## src/rtl/smi_neg_pkg.sv

```systemverilog
package smi_neg_pkg;
  localparam int FEAT_W        = 64;
  localparam int FEAT_BYTES    = FEAT_W / 8;
  localparam int FEAT_IDX_W    = $clog2(FEAT_BYTES);
  localparam int BIT_BCAST     = 0;
  localparam int BIT_HOTPLUG   = 1;
  localparam int BIT_HOTUNPLUG = 2;
  localparam logic [7:0] CMD_ACPI_ON  = 8'hF1;
  localparam logic [7:0] CMD_ACPI_OFF = 8'hF0;

  // A request passes when it stays inside the host mask and any hotplug
  // feature comes together with broadcast delivery.
  function automatic logic feat_acceptable(input logic [FEAT_W-1:0] req,
                                           input logic [FEAT_W-1:0] host);
    logic inside_host;
    logic dep_ok;
    inside_host = ((req & ~host) == '0);
    dep_ok      = !((req[BIT_HOTPLUG] | req[BIT_HOTUNPLUG]) && !req[BIT_BCAST]);
    return inside_host && dep_ok;
  endfunction
endpackage

```

## src/rtl/smi_feat_neg.sv

```systemverilog
module smi_feat_neg
  import smi_neg_pkg::*;
#(
  parameter logic [FEAT_W-1:0] HOST_CAPS = 64'h3
) (
  input  logic                  clk,
  input  logic                  rst_n,
  input  logic                  byte_wr,
  input  logic [FEAT_IDX_W-1:0] byte_idx,
  input  logic [7:0]            byte_data,
  input  logic                  commit,
  output logic [FEAT_W-1:0]     req_q,
  output logic [FEAT_W-1:0]     neg_q,
  output logic                  ok_q
);
  logic [7:0] lane_q [FEAT_BYTES];
  logic       accept;

  for (genvar b = 0; b < FEAT_BYTES; b++) begin : g_lane
    always_ff @(posedge clk or negedge rst_n) begin
      if (!rst_n) begin
        lane_q[b] <= '0;
      end else if (byte_wr && (byte_idx == FEAT_IDX_W'(b))) begin
        lane_q[b] <= byte_data;
      end
    end
    assign req_q[8*b +: 8] = lane_q[b];
  end

  assign accept = commit && !ok_q && feat_acceptable(req_q, HOST_CAPS);

  always_ff @(posedge clk or negedge rst_n) begin
    if (!rst_n) begin
      neg_q <= '0;
      ok_q  <= 1'b0;
    end else if (accept) begin
      neg_q <= req_q;
      ok_q  <= 1'b1;
    end
  end
endmodule

```

## src/rtl/smi_lock_regs.sv

```systemverilog
module smi_lock_regs #(
  parameter int PMCON_W  = 16,
  parameter int SMIEN_W  = 32,
  parameter int LOCK_BIT = 4
) (
  input  logic               clk,
  input  logic               rst_n,
  input  logic               pmcon_wr,
  input  logic [PMCON_W-1:0] pmcon_wdata,
  input  logic               smien_wr,
  input  logic [SMIEN_W-1:0] smien_wdata,
  output logic [PMCON_W-1:0] pmcon_q,
  output logic [SMIEN_W-1:0] smien_q
);
  logic               locked;
  logic [PMCON_W-1:0] pm_wmask;
  logic [SMIEN_W-1:0] se_wmask;

  assign locked = pmcon_q[LOCK_BIT];

  always_comb begin
    pm_wmask = '1;
    se_wmask = '1;
    if (locked) begin
      pm_wmask[LOCK_BIT] = 1'b0;
      se_wmask[0]        = 1'b0;
    end
  end

  always_ff @(posedge clk or negedge rst_n) begin
    if (!rst_n) begin
      pmcon_q <= '0;
      smien_q <= '0;
    end else begin
      if (pmcon_wr) pmcon_q <= (pmcon_wdata & pm_wmask) | (pmcon_q & ~pm_wmask);
      if (smien_wr) smien_q <= (smien_wdata & se_wmask) | (smien_q & ~se_wmask);
    end
  end
endmodule

```

## src/rtl/smi_apm_dispatch.sv

```systemverilog
module smi_apm_dispatch
  import smi_neg_pkg::*;
#(
  parameter int NCPU      = 4,
  parameter int CPU_IDX_W = 2
) (
  input  logic                 clk,
  input  logic                 rst_n,
  input  logic                 apm_wr,
  input  logic [7:0]           apm_cmd,
  input  logic [CPU_IDX_W-1:0] apm_cpu,
  input  logic                 port_en,
  input  logic                 bcast,
  output logic                 acpi_en_q,
  output logic [NCPU-1:0]      pulse_q
);
  logic            is_on;
  logic            is_off;
  logic            fire;
  logic [NCPU-1:0] pulse_d;

  assign is_on  = apm_cmd == CMD_ACPI_ON;
  assign is_off = apm_cmd == CMD_ACPI_OFF;
  assign fire   = apm_wr && !is_on && !is_off && port_en;

  for (genvar c = 0; c < NCPU; c++) begin : g_cpu
    assign pulse_d[c] = fire && (bcast || (apm_cpu == CPU_IDX_W'(c)));
  end

  always_ff @(posedge clk or negedge rst_n) begin
    if (!rst_n) begin
      acpi_en_q <= 1'b0;
      pulse_q   <= '0;
    end else begin
      pulse_q <= pulse_d;
      if (apm_wr && is_on)       acpi_en_q <= 1'b1;
      else if (apm_wr && is_off) acpi_en_q <= 1'b0;
    end
  end
endmodule

```

## src/rtl/smi_negotiate_top.sv

```systemverilog
module smi_negotiate_top
  import smi_neg_pkg::*;
#(
  parameter int          NCPU       = 4,
  parameter int          CPU_IDX_W  = (NCPU > 1) ? $clog2(NCPU) : 1,
  parameter logic [63:0] HOST_CAPS  = 64'h3,
  parameter int          PMCON_W    = 16,
  parameter int          SMIEN_W    = 32,
  parameter int          LOCK_BIT   = 4,
  parameter int          APM_EN_BIT = 5
) (
  input  logic                 clk,
  input  logic                 rst_n,
  input  logic                 req_wr,
  input  logic [2:0]           req_idx,
  input  logic [7:0]           req_byte,
  input  logic                 ok_wr,
  output logic [63:0]          req_features,
  output logic [63:0]          neg_features,
  output logic                 neg_ok,
  input  logic                 pmcon_wr,
  input  logic [PMCON_W-1:0]   pmcon_wdata,
  output logic [PMCON_W-1:0]   pmcon,
  input  logic                 smien_wr,
  input  logic [SMIEN_W-1:0]   smien_wdata,
  output logic [SMIEN_W-1:0]   smi_en,
  input  logic                 apm_wr,
  input  logic [7:0]           apm_cmd,
  input  logic [CPU_IDX_W-1:0] apm_cpu,
  output logic                 acpi_en,
  output logic [NCPU-1:0]      smi_pulse
);
  smi_feat_neg #(.HOST_CAPS(HOST_CAPS)) u_neg (
    .clk       (clk),
    .rst_n     (rst_n),
    .byte_wr   (req_wr),
    .byte_idx  (req_idx),
    .byte_data (req_byte),
    .commit    (ok_wr),
    .req_q     (req_features),
    .neg_q     (neg_features),
    .ok_q      (neg_ok)
  );

  smi_lock_regs #(.PMCON_W(PMCON_W), .SMIEN_W(SMIEN_W), .LOCK_BIT(LOCK_BIT)) u_lock (
    .clk         (clk),
    .rst_n       (rst_n),
    .pmcon_wr    (pmcon_wr),
    .pmcon_wdata (pmcon_wdata),
    .smien_wr    (smien_wr),
    .smien_wdata (smien_wdata),
    .pmcon_q     (pmcon),
    .smien_q     (smi_en)
  );

  smi_apm_dispatch #(.NCPU(NCPU), .CPU_IDX_W(CPU_IDX_W)) u_apm (
    .clk       (clk),
    .rst_n     (rst_n),
    .apm_wr    (apm_wr),
    .apm_cmd   (apm_cmd),
    .apm_cpu   (apm_cpu),
    .port_en   (smi_en[APM_EN_BIT]),
    .bcast     (neg_features[BIT_BCAST]),
    .acpi_en_q (acpi_en),
    .pulse_q   (smi_pulse)
  );
endmodule

```

## config.mk

```make
export PLATFORM = sky130hd
export DESIGN_NAME = smi_negotiate_top
export DESIGN_NICKNAME = d
export VERILOG_FILES = /design/src/rtl/smi_neg_pkg.sv /design/src/rtl/smi_feat_neg.sv /design/src/rtl/smi_lock_regs.sv /design/src/rtl/smi_apm_dispatch.sv /design/src/rtl/smi_negotiate_top.sv
export SDC_FILE = /design/constraint.sdc
export NUM_CORES = 1
export LEC_CHECK = 0
export BUFFER_PORTS_ARGS = -buffer_cell sky130_fd_sc_hd__buf_2
export CORE_MARGIN = 4
export CORE_UTILIZATION = 49
export DETAILED_ROUTE_END_ITERATION = 6
export PLACE_DENSITY = 0.78
export SETUP_SLACK_MARGIN = 0.15
export SLEW_MARGIN = 20
export SYNTH_ARGS = -nofsm -noshare
export SYNTH_HDL_FRONTEND = slang
export SYNTH_SLANG_ARGS = --single-unit
```

## constraint.sdc

```tcl
create_clock -name clk -period 2.18 [get_ports clk]
set_input_delay 0.218 -clock clk [delete_from_list [all_inputs] [get_ports clk]]
set_output_delay 0.218 -clock clk [all_outputs]
set_load 0.03 [all_outputs]
```

# After elaboration in Yosys (flattened, before gate mapping)
# Cells that the tools add are included.
# Widths: inputs -> output; s select.
# totals
regBits	182
latch_bits	0
ram_bits	0
rom_bits	0
out_inout_bits	182
mem_count	0
# classes
n_addsub	0
mul	0
div_mod_pow	0
order_cmp	0
n_eq_ne	12
n_shift	0
mux	3
bitwise	9
reduce_logical	34
# ops
cell	count
$and 32x32->32	2
$logic_not 64->1	1
$and 16x16->16	2
$not 32->32	1
$or 32x32->32	1
$logic_and 1x1->1	21
$eq 8x8->1 const B	2
$not 16->16	1
$or 16x16->16	1
$eq 3x3->1 const B	4
$eq 3x2->1 const B	2
$logic_not 1->1	5
$eq 2x2->1 const B	2
$logic_or 1x1->1	4
$eq 3x1->1 const B	1
$logic_not 3->1	1
$mux 1	3
$eq 2x1->1 const B	1
$logic_not 2->1	1
$reduce_bool 2->1	1
$or 1x1->1	1

# Longest topological paths before layout
# Gate-level depths: netlist of run 1.
# logic_depth
depth_word	6
depth_mapped	7

# Hierarchy
# Synthesis of run 1 repeated with hierarchy kept, for this count alone.
# hier_totals
cells_unflattened	426
hier_area_um2	6774.0
# modules_own_cells
mod	n_inst	cells_per_inst	area_per_inst_um2
smi_feat_neg	1	303	4707.0
smi_lock_regs	1	102	1849.3
smi_apm_dispatch	1	21	217.7

# Least setup slack after synthesis of run 1
# Ideal clock, no wire load.
# synth_timing
kind	flip-flop to flip-flop
from	register u_neg.lane_q (netlist bit u_neg.req_q[15])
to	register u_neg.neg_q[0]
setup_time_ns	0.125
arrival_ns	1.752
required_time_ns	2.055
path_slack_ns	0.303
stages_incl_launch_ff	7
n_path_buf	1
period_less_slack_ns	1.877
cell_sequence	dfrtp_1 nor4_2 nand4_1 nor4_1 nand4_1 buf_6 mux2_4
# synth_between
elab_chain_len	3
# synth_rtl
element	line_no	source
start: declaration	smi_feat_neg.sv:16	logic [7:0] lane_q [FEAT_BYTES];
start signal: indexed assignment	smi_feat_neg.sv:24	lane_q[b] <= byte_data;
$logic_not 64->1	smi_neg_pkg.sv:17	inside_host = ((req & ~host) == '0);
$logic_and 1x1->1	smi_neg_pkg.sv:19	return inside_host && dep_ok;
$logic_and 1x1->1	smi_feat_neg.sv:30	assign accept = commit && !ok_q && feat_acceptable(req_q, HOST_CAPS);
end signal: assignment	smi_feat_neg.sv:37	neg_q <= req_q;
end: declaration	smi_feat_neg.sv:13	output logic [FEAT_W-1:0] neg_q,
# No other way between the ends.
# A chain may end at the register's enable or synchronous reset.

# Worst setup path after layout of run 1
# layout_timing
from	register u_neg.lane_q (netlist bit u_neg.req_q[12])
to	register u_neg.neg_q[1]
# Same word-level chain as after synthesis.

==> qor.csv, run 1 <==
stage,metric,value,unit
timing,Slew Limit Fails,0,
status,status,completed,
synth,Yosys reg bits,182,
synth,synth top area cells,"dfrtp_1 68%, mux2_2 19%, and2_1 5.8%, nor4_1 1.3%, buf_6 1.0%",
timing,Max-Slew Margin vs Limit,55.1,%
floorplan,Starting Density,50.3,%
drt,vias per cell,5.08,
synth,Mapped Area,6690,um2
floorplan,DIE AREA,15600,um2
worst_setup_path,crit path capture type,flip-flop,
drt,first-pass iteration count of the detailed router,4,
worst_setup_path,r2r worst-path depth,6,
synth,"Seq/Total Area, Yosys",68.1,%
clock_tree,clk_lat worst skew,0.42,ns
synth,Synth cell types,27,
grt,first-pass GRT wire length,27.4,mm
hold_path,hold_sp,smien_wdata[21],
placement,pre-CTS setup slack,0.0809,ns
cells_and_area,fillers,963,
drt,final routed DRC violation total,0,
hold_path,end of the worst hold path,u_lock.smien_q[21],
worst_setup_path,CP Max Fanout,65,
timing,Setup WS post-layout,0.121,ns
power,PwrDens,1020,nW/um2
timing,unrepaired setup endpoints after global routing,yes,
drt,via count,4500,
clock_tree,clk sinks,182,
placement,GPL Wtd Cong,0.842,
cells_and_area,Reg area,4550,um2
synth,most frequent cells after synthesis,"182 x dfrtp_1, 111 x mux2_2, 62 x and2_1",
clock_tree,CTS tree,done,
grt,total track usage,22.4,%
worst_setup_path,beginning of the critical path,u_neg.req_q[12],
cells_and_area,NumNets Final,771,
floorplan,die width,125,um
drt,WL/cell,19.3,um
grt,grt ovf,0,
timing,Slew @ Worst Pin,0.670,ns
grt,initial antenna violation count,2,
hold_path,hold crit path type,input pin to flip-flop,
power,clock power share,35.3,%
power,worst vdd ir,655,uV
clock_tree,clock root buffer,clkbuf_16,
clock_tree,"Reg clk slew, reported paths",0.06,ns
worst_setup_path,Startpoint Class,flip-flop,
power,Overall Power,0.00900,W
grt,largest net degree at the start of global routing,72,
drt,DR iter-0 viols,145,
cells_and_area,layout cells sized above 1,59.0,%
floorplan,# rows,42,
placement,# port buffers,257,
worst_setup_path,R2R setup slack,0.12,ns
power,P_int,0.00629,W
power,sequential power share,44.7,%
synth,"Primary FF master, synth",dfrtp_1,
cells_and_area,Non-Filler Instances,885,
worst_setup_path,Worst R2R End,u_neg.neg_q[1],
drt,Final ANT Viol Nets,0,
worst_setup_path,Setup CP Type,flip-flop to flip-flop,
grt,vias in the first global route,4971,
power,Sw Pwr,0.00271,W
synth,post-synth top area cell,dfrtp_1,
drt,total wire length,17.1,mm
flow_run,maximum capacitance violations,0,
timing,Tmin final,2.06,ns
clock_tree,CTS buffer count,17,
timing,Final Hold Viols,0,
synth,"Async S/R FF share, synth",100,%
cells_and_area,multi-input logic area,2030,um2
timing,clock skew,0.0109,ns
placement,placed cell areas,8170,um2
clock_tree,clock buffer depth,2,
synth,Mapped Nets,505,
floorplan,Vert. Die Dim,125,um
hold_path,Hold Path Stages,2,
cells_and_area,final instance area,8840,um2
timing,total negative slack,0,ns
synth,syn avg cell area,15.6,um2
worst_setup_path,required time of the critical path,2.49,ns
synth,Post-synth EDFFs,0,
synth,most frequent cell after synthesis,dfrtp_1,
placement,placed cells,850,
timing,"Period Utilization, post-route",94.4,%
placement,Final HPWL DP,12.7,mm
worst_setup_path,R2R Path Start,u_neg.req_q[12],
floorplan,I/O pins,258,
floorplan,CORE AREA,13300,um2
synth,Synth Warn #,0,
synth,Synth top area share,68.1,%
power,combinational power share,20.0,%
timing,# setup viols final,0,
power,Net Sw Frac,30.1,%
worst_setup_path,worst path arrival time,2.37,ns
clock_tree,H-tree depth,4,
power,leakage power,4.55,nW
synth,Synth Instances,429,
cells_and_area,Layout area overhead,32.2,%
timing,maximum clock frequency,486,MHz
## how the worst max path moves through the flow
| stage | endpoint | depth (start not counted) |
|---|---|---|
| 2_1_floorplan | u_neg.neg_q[0] | 6 |
| 3_3_place_gp | u_neg.neg_q[1] | 6 |
| 3_5_place_dp | u_neg.neg_q[1] | 6 |
| 4_1_cts | u_neg.neg_q[1] | 6 |
| 5_1_grt | u_neg.neg_q[1] | 6 |
| 6_report | u_neg.neg_q[1] | 6 |
## cells in the final DEF (no fill, tap or decap), types with 5 or more instances in the layout
master     netlist  final
buf_2            0    256
dfrtp_1        182    182
mux2_2         111    111
and2_1          62     62
clkbuf_16        0     17
nor4_1          14      9
nor4_2           2      7
nor2_1           6      6
nand4_1          5      5
## metal layers
layer | part of all wire, % | global-route usage, %
met1 | 40 | 26.8
met2 | 50 | 37.7
met3 | 7.5 | 7.76
met4 | 2.5 | 8.23
met5 | 0 | 0
## cell families after synthesis
| group | synth area share (%) |
|---|---|
| buf+inv | 2.02 |
| mux | 19.1 |
| simple gates | 10.1 |
| compound gates | 0.710 |
| flops | 68.1 |
## timing repair
| item | 4_1_cts | 5_1_grt |
|---|---|---|
| hold endpoints to repair | 41 | 0 |
| buffers inserted | 0 | 0 |
| resized for setup | 2 | 3 |
| endpoints found under the setup margin | 2 | 64 |
| hold buffers | 2 | 0 |
## worst max-delay path: stages (launching register included)
cell and delay [ns]:
dfrtp_1 0.41, nor4_2 0.33, nand4_1 0.18, nor4_2 0.30, nand4_1 0.17, buf_12 0.24
mux2_4 0.31
## area by class of cell
cell class,count,share of cell area (%)
diodes,2,0.0566
clock buffers,19,5.01
clock inverters,12,2.01
inverters,4,0.170
multi-input cells,225,23.0
flip-flops and latches,182,51.5
well taps,176,2.49
repair buffers,265,15.8
## flip-flops by register name, indices dropped and copies added (netlist names), named ones only
signal,count
u_neg.neg_q,64
u_neg.req_q,64
u_lock.smien_q,31
u_lock.pmcon_q,16
u_apm.pulse_q,4
u_apm.acpi_en_q,1
u_neg.ok_q,1
## power by group through the flow
stage,sequential (W),clock [W],combinational [W]
after floorplan,0.00475,0,0.000410
after global placement,0.00402,0,0.00179
after detailed placement,0.00406,0,0.00181
after CTS,0.00401,0.00323,0.00182
after global routing,0.00407,0.00338,0.00191
final,0.00402,0.00318,0.00180
## through the flow
step	hold WS, ns	utilization, %
final	0.0283	66.5
after global routing	0.0135	66.5
after CTS	0.00871	66.3
after detailed placement	0.166	61.4
after global placement	0.159	61.4
after floorplan	-0.0776	-
Power figures use the tool's default switching activity.
==> run 2, diff against run 1 <==
- CELL_PAD_IN_SITES_DETAIL_PLACEMENT: unset -> 1
- CELL_PAD_IN_SITES_GLOBAL_PLACEMENT: unset -> 2
- CORE_UTILIZATION: 49 -> 32
- PLACE_DENSITY: 0.78 -> 0.77
==> run 2 against run 1 <==
Net effect: register-to-register slack is essentially flat; utilization decreased by 22 points; sequential share of layout area decreased by 1.1 points; largest cell class unchanged; sequential power about the same; clock skew shrank 0.0012 ns; total power grew 1.3%; wire length grew 14%; die area increased by 49%; setup slack better by 0.0078 ns; count of clock-buffer cells in the layout fell by 1.
==> qor.csv, run 2 (same netlist as run 1, synthesis figures left out) <==
stage,metric,value,unit
cells_and_area,NumNets Final,776,
floorplan,Vert. Die Dim,153,um
cells_and_area,Layout area overhead,35.2,%
floorplan,CORE AREA,20400,um2
drt,Final ANT Viol Nets,0,
timing,Slew @ Worst Pin,0.677,ns
clock_tree,H-tree depth,4,
cells_and_area,"most common cell after layout, fill and taps aside",buf_2,
grt,largest net degree at the start of global routing,66,
clock_tree,clock root buffer,clkbuf_16,
drt,first-pass iteration count of the detailed router,4,
clock_tree,clk sinks,182,
drt,total wire length,19.4,mm
worst_setup_path,R2R Path Start,u_neg.req_q[15],
floorplan,DIE AREA,23300,um2
worst_setup_path,CP Cell Sequence,nor4_4 -> nand4_1 -> nor4_2 -> nand4_1 -> clkbuf_16 -> mux2_4,
worst_setup_path,most frequent CP cell,nand4_1,
power,P_int,0.00629,W
cells_and_area,Non-Filler Instances,982,
worst_setup_path,worst path arrival time,2.35,ns
worst_setup_path,crit path capture type,flip-flop,
power,clock power share,35.8,%
worst_setup_path,required time of the critical path,2.48,ns
hold_path,hold crit path type,input pin to flip-flop,
power,sequential power share,44.2,%
timing,clock skew,0.00964,ns
worst_setup_path,Slowest cell on crit path,dfrtp_1,
drt,WL/cell,19.7,um
grt,total track usage,16.2,%
power,PwrDens,1010,nW/um2
power,worst vdd ir,526,uV
clock_tree,clk_lat worst skew,0.42,ns
worst_setup_path,CP bufs+invs,1,
worst_setup_path,r2r worst-path depth,6,
power,leakage power,4.59,nW
placement,GPL Wtd Cong,0.823,
worst_setup_path,Setup CP Type,flip-flop to flip-flop,
power,Sw Pwr,0.00283,W
grt,vias in the first global route,5012,
floorplan,die width,153,um
floorplan,Starting Density,32.8,%
flow_run,maximum capacitance violations,0,
timing,Max-Slew Margin vs Limit,54.6,%
timing,unrepaired setup endpoints after global routing,yes,
cells_and_area,most frequent cells in the layout,"256 x buf_2, 182 x dfrtp_1, 111 x mux2_2",
placement,placed cells,947,
power,Net Sw Frac,31.0,%
power,combinational power share,20.1,%
drt,DR iter-0 viols,154,
cells_and_area,layout cells sized above 1,59.0,%
clock_tree,CTS tree,done,
worst_setup_path,Worst R2R End,u_neg.neg_q[1],
status,status,completed,
clock_tree,CTS buffer count,17,
timing,Slew Limit Fails,0,
worst_setup_path,Worst path max stage delay,0.42,ns
hold_path,Hold Path Stages,2,
drt,final routed DRC violation total,0,
hold_path,end of the worst hold path,u_lock.smien_q[31],
grt,grt ovf,0,
timing,"Period Utilization, post-route",94.1,%
hold_path,hold_sp,smien_wdata[31],
worst_setup_path,R2R setup slack,0.13,ns
grt,first-pass GRT wire length,29.9,mm
timing,total negative slack,0,ns
worst_setup_path,Startpoint Class,flip-flop,
timing,Final Hold Viols,0,
grt,initial antenna violation count,0,
cells_and_area,diode count,0,
clock_tree,"Reg clk slew, reported paths",0.07,ns
placement,# port buffers,257,
floorplan,# rows,52,
timing,Fin Hold WS,0.0302,ns
placement,placed cell areas,8330,um2
timing,# setup viols final,0,
clock_tree,clock buffer depth,2,
timing,maximum clock frequency,488,MHz
placement,Final HPWL DP,14.4,mm
drt,vias per cell,4.67,
floorplan,I/O pins,258,
cells_and_area,final instance area,9050,um2
worst_setup_path,CP top delay family,simple AND/OR/NAND/NOR gates,
drt,via count,4585,
timing,Tmin final,2.05,ns
worst_setup_path,CP Max Fanout,33,
==> run 2: per-layer routing <==
metal	vias up	track usage (%)	wire length, um
met4	0	4.79	320
met5	-	0	0
met3	21	6.25	1630
li1	2021	-	-
met1	2349	20.1	8240
met2	194	26.4	9200
==> run 2: layout make-up <==
class / instances / area [um2]
repair buffers: 270 / 1480
clock buffers: 18 / 429
inverters: 4 / 15.0
fillers: 2176 / 11400
well taps: 270 / 338
flip-flops and latches: 182 / 4550
clock inverters: 13 / 195
multi-input cells: 225 / 2040
==> run 2: worst max path at each step <==
stage / startpoint / end / slack (ns) / depth (start not counted)
6_report: u_neg.req_q[15] / u_neg.neg_q[1] / 0.13 / 6
5_1_grt: u_neg.req_q[15] / u_neg.neg_q[1] / -0.04 / 6
4_1_cts: u_neg.req_q[15] / u_neg.neg_q[1] / 0.08 / 6
3_5_place_dp: u_neg.req_q[41] / u_neg.neg_q[0] / 0.03 / 6
3_3_place_gp: u_neg.req_q[41] / u_neg.neg_q[0] / 0.02 / 6
2_1_floorplan: u_neg.req_q[15] / u_neg.neg_q[0] / 0.30 / 6
==> run 2: power groups by stage <==
stage                     clock network [W]  logic (W)  registers, W
final                               0.00326    0.00183       0.00403
after global routing                0.00350    0.00194       0.00408
after CTS                           0.00336    0.00185       0.00402
after detailed placement                  0    0.00184       0.00407
after global placement                    0    0.00183       0.00403
after floorplan                           0   0.000410       0.00475
==> run 2: stage by stage <==
stage / util, % / power, W / setup slack, ns
after floorplan: - / 0.00515 / 0.303
after global placement: 40.8 / 0.00586 / 0.0215
after detailed placement: 40.8 / 0.00592 / 0.0302
after CTS: 44.0 / 0.00923 / 0.0759
after global routing: 44.3 / 0.00951 / -0.0366
final: 44.3 / 0.00912 / 0.129
==> run 2: what timing repair did <==
action,in CTS,in global routing
gates resized for setup,2,6
hold buffers,2,0
pin swaps,0,2
hold endpoints to repair,38,0
setup endpoints to repair,64,64
cloned,0,1
setup buffers,0,1
==> run 3, diff against run 2 <==
- CTS_BUF_LIST: unset -> sky130_fd_sc_hd__clkbuf_8 sky130_fd_sc_hd__clkbuf_16
- SETUP_SLACK_MARGIN: 0.15 -> unset
==> run 3 against run 2 <==
Net effect: clock skew up 0.00061 ns; final cell count up 0.20%; utilization up 0.12 points; critical path depth up 1; largest cell class unchanged; highest routed layer unchanged.
==> qor.csv, run 3 (same netlist as run 1, synthesis figures left out) <==
stage,metric,value,unit
status,status,completed,
worst_setup_path,Slowest cell on crit path,dfrtp_1,
cells_and_area,most frequent cells in the layout,"256 x buf_2, 182 x dfrtp_1, 111 x mux2_2",
floorplan,I/O pins,258,
power,combinational power share,20.1,%
power,Overall Power,0.00911,W
cells_and_area,NumNets Final,778,
timing,Max-Slew Margin vs Limit,53.9,%
drt,DR iter-0 viols,124,
drt,WL/cell,19.9,um
cells_and_area,layout cells sized above 1,59.2,%
worst_setup_path,Worst R2R End,u_neg.neg_q[46],
clock_tree,clk_lat worst skew,0.42,ns
floorplan,# rows,52,
power,sequential power share,44.2,%
placement,GPL Wtd Cong,0.823,
worst_setup_path,r2r worst-path depth,7,
worst_setup_path,Critical Path Sink,u_neg.neg_q[46],
cells_and_area,post-layout util,44.4,%
clock_tree,CTS buffer count,17,
drt,Final ANT Viol Nets,0,
drt,total wire length,19.6,mm
floorplan,Starting Density,32.8,%
worst_setup_path,R2R Path Start,u_neg.req_q[56],
grt,first-pass GRT wire length,29.9,mm
power,leakage power,4.61,nW
worst_setup_path,CP Cell Sequence,nor4_4 -> nand4_1 -> nor4_2 -> nand4_1 -> buf_4 -> buf_12 -> and2_1,
timing,Tmin final,2.08,ns
worst_setup_path,R2R setup slack,0.1,ns
cells_and_area,diode count,0,
clock_tree,H-tree depth,4,
floorplan,CORE AREA,20400,um2
power,P_int,0.00629,W
power,clock power share,35.7,%
hold_path,hold crit path type,input pin to flip-flop,
clock_tree,clock root buffer,clkbuf_16,
drt,final routed DRC violation total,0,
worst_setup_path,most frequent CP cell,nand4_1,
power,Net Sw Frac,31.0,%
worst_setup_path,CP bufs+invs,2,
timing,"Period Utilization, post-route",95.6,%
power,PwrDens,1000,nW/um2
cells_and_area,Layout area overhead,35.5,%
clock_tree,"Reg clk slew, reported paths",0.07,ns
worst_setup_path,worst path arrival time,2.39,ns
timing,clock skew,0.0103,ns
grt,grt ovf,0,
worst_setup_path,Startpoint Class,flip-flop,
placement,Final HPWL DP,14.4,mm
timing,unrepaired setup endpoints after global routing,yes,
grt,largest net degree at the start of global routing,66,
clock_tree,clk sinks,182,
power,Sw Pwr,0.00283,W
power,worst vdd ir,527,uV
drt,first-pass iteration count of the detailed router,4,
floorplan,die width,153,um
floorplan,Vert. Die Dim,153,um
drt,via count,4587,
grt,vias in the first global route,5016,
timing,# setup viols final,0,
timing,maximum clock frequency,480,MHz
cells_and_area,fillers,2171,
worst_setup_path,beginning of the critical path,u_neg.req_q[56],
clock_tree,CTS tree,done,
worst_setup_path,Setup CP Type,flip-flop to flip-flop,
worst_setup_path,crit path capture type,flip-flop,
clock_tree,clock buffer depth,2,
worst_setup_path,required time of the critical path,2.49,ns
flow_run,maximum capacitance violations,0,
drt,vias per cell,4.66,
grt,initial antenna violation count,0,
grt,total track usage,16.2,%
timing,Final Hold Viols,0,
worst_setup_path,Worst path max stage delay,0.43,ns
cells_and_area,"most common cell after layout, fill and taps aside",buf_2,
hold_path,Hold Path Stages,2,
timing,Slew Limit Fails,0,
worst_setup_path,CP top delay family,simple AND/OR/NAND/NOR gates,
placement,# port buffers,257,
timing,Slew @ Worst Pin,0.687,ns
worst_setup_path,Worst path depth,7,
floorplan,DIE AREA,23300,um2
worst_setup_path,CP Max Fanout,32,
run 3: worst register-to-register path, stage by stage (launching register included):
cell and delay (ns):
dfrtp_1 0.43, nor4_4 0.31, nand4_1 0.16, nor4_2 0.28
nand4_1 0.23, buf_4 0.24, buf_12 0.17, and2_1 0.17
run 3: metrics by stage:
step	instances	cell area, um2	hold WS (ns)	TNS (ns)	setup WS (ns)
6_report	984	9070	0.0298	0	0.0958
5_1_grt	984	9070	0.0131	-1.11	-0.0446
4_1_cts	980	8980	0.000763	0	0.00727
3_5_place_dp	947	8330	0.169	0	0.0302
3_3_place_gp	947	8330	0.159	0	0.0215
2_1_floorplan	429	6690	-0.0776	0	0.303
run 3: per-layer routing:
layer | global-route usage [%] | wire length, um
met2 | 26.3 | 9330
met1 | 20.1 | 8340
met3 | 6.25 | 1620
met4 | 4.79 | 312
met5 | 0 | 0
run 3: layout make-up:
cell class / instances / area, um2 / share of cell area [%]
sequential: 182 / 4550 / 50.2
inverter: 4 / 15.0 / 0.166
timing repair buffer: 272 / 1500 / 16.5
multi-input combinational: 225 / 2040 / 22.5
clock buffer: 17 / 425 / 4.69
tap: 270 / 338 / 3.72
clock inverter: 14 / 199 / 2.19
run 3: how the worst min path moves through the flow:
| stage | startpoint | end | slack (ns) |
|---|---|---|---|
| after floorplan | rst_n | async pin | -0.08 |
| after global placement | rst_n | u_apm.acpi_en_q | 0.16 |
| after detailed placement | rst_n | u_apm.acpi_en_q | 0.17 |
| after CTS | pmcon_wdata[2] | u_lock.pmcon_q[2] | 0.0008 |
| after global routing | pmcon_wdata[3] | u_lock.pmcon_q[3] | 0.01 |
| final | smien_wdata[31] | u_lock.smien_q[31] | 0.03 |
run 3: repair_timing:
item | 4_1_cts | 5_1_grt
endpoints found under the setup margin | 0 | 64
hold endpoints to repair | 38 | 0
hold buffers | 2 | 0
buffers inserted | 0 | 2
gates resized for setup | 0 | 10
run 3: power groups by stage:
stage | Clock, W | Sequential, W | Combinational (W)
2_1_floorplan | 0 | 0.00475 | 0.000410
3_5_place_dp | 0 | 0.00407 | 0.00184
4_1_cts | 0.00335 | 0.00402 | 0.00185
3_3_place_gp | 0 | 0.00403 | 0.00183
5_1_grt | 0.00349 | 0.00408 | 0.00194
6_report | 0.00326 | 0.00403 | 0.00183
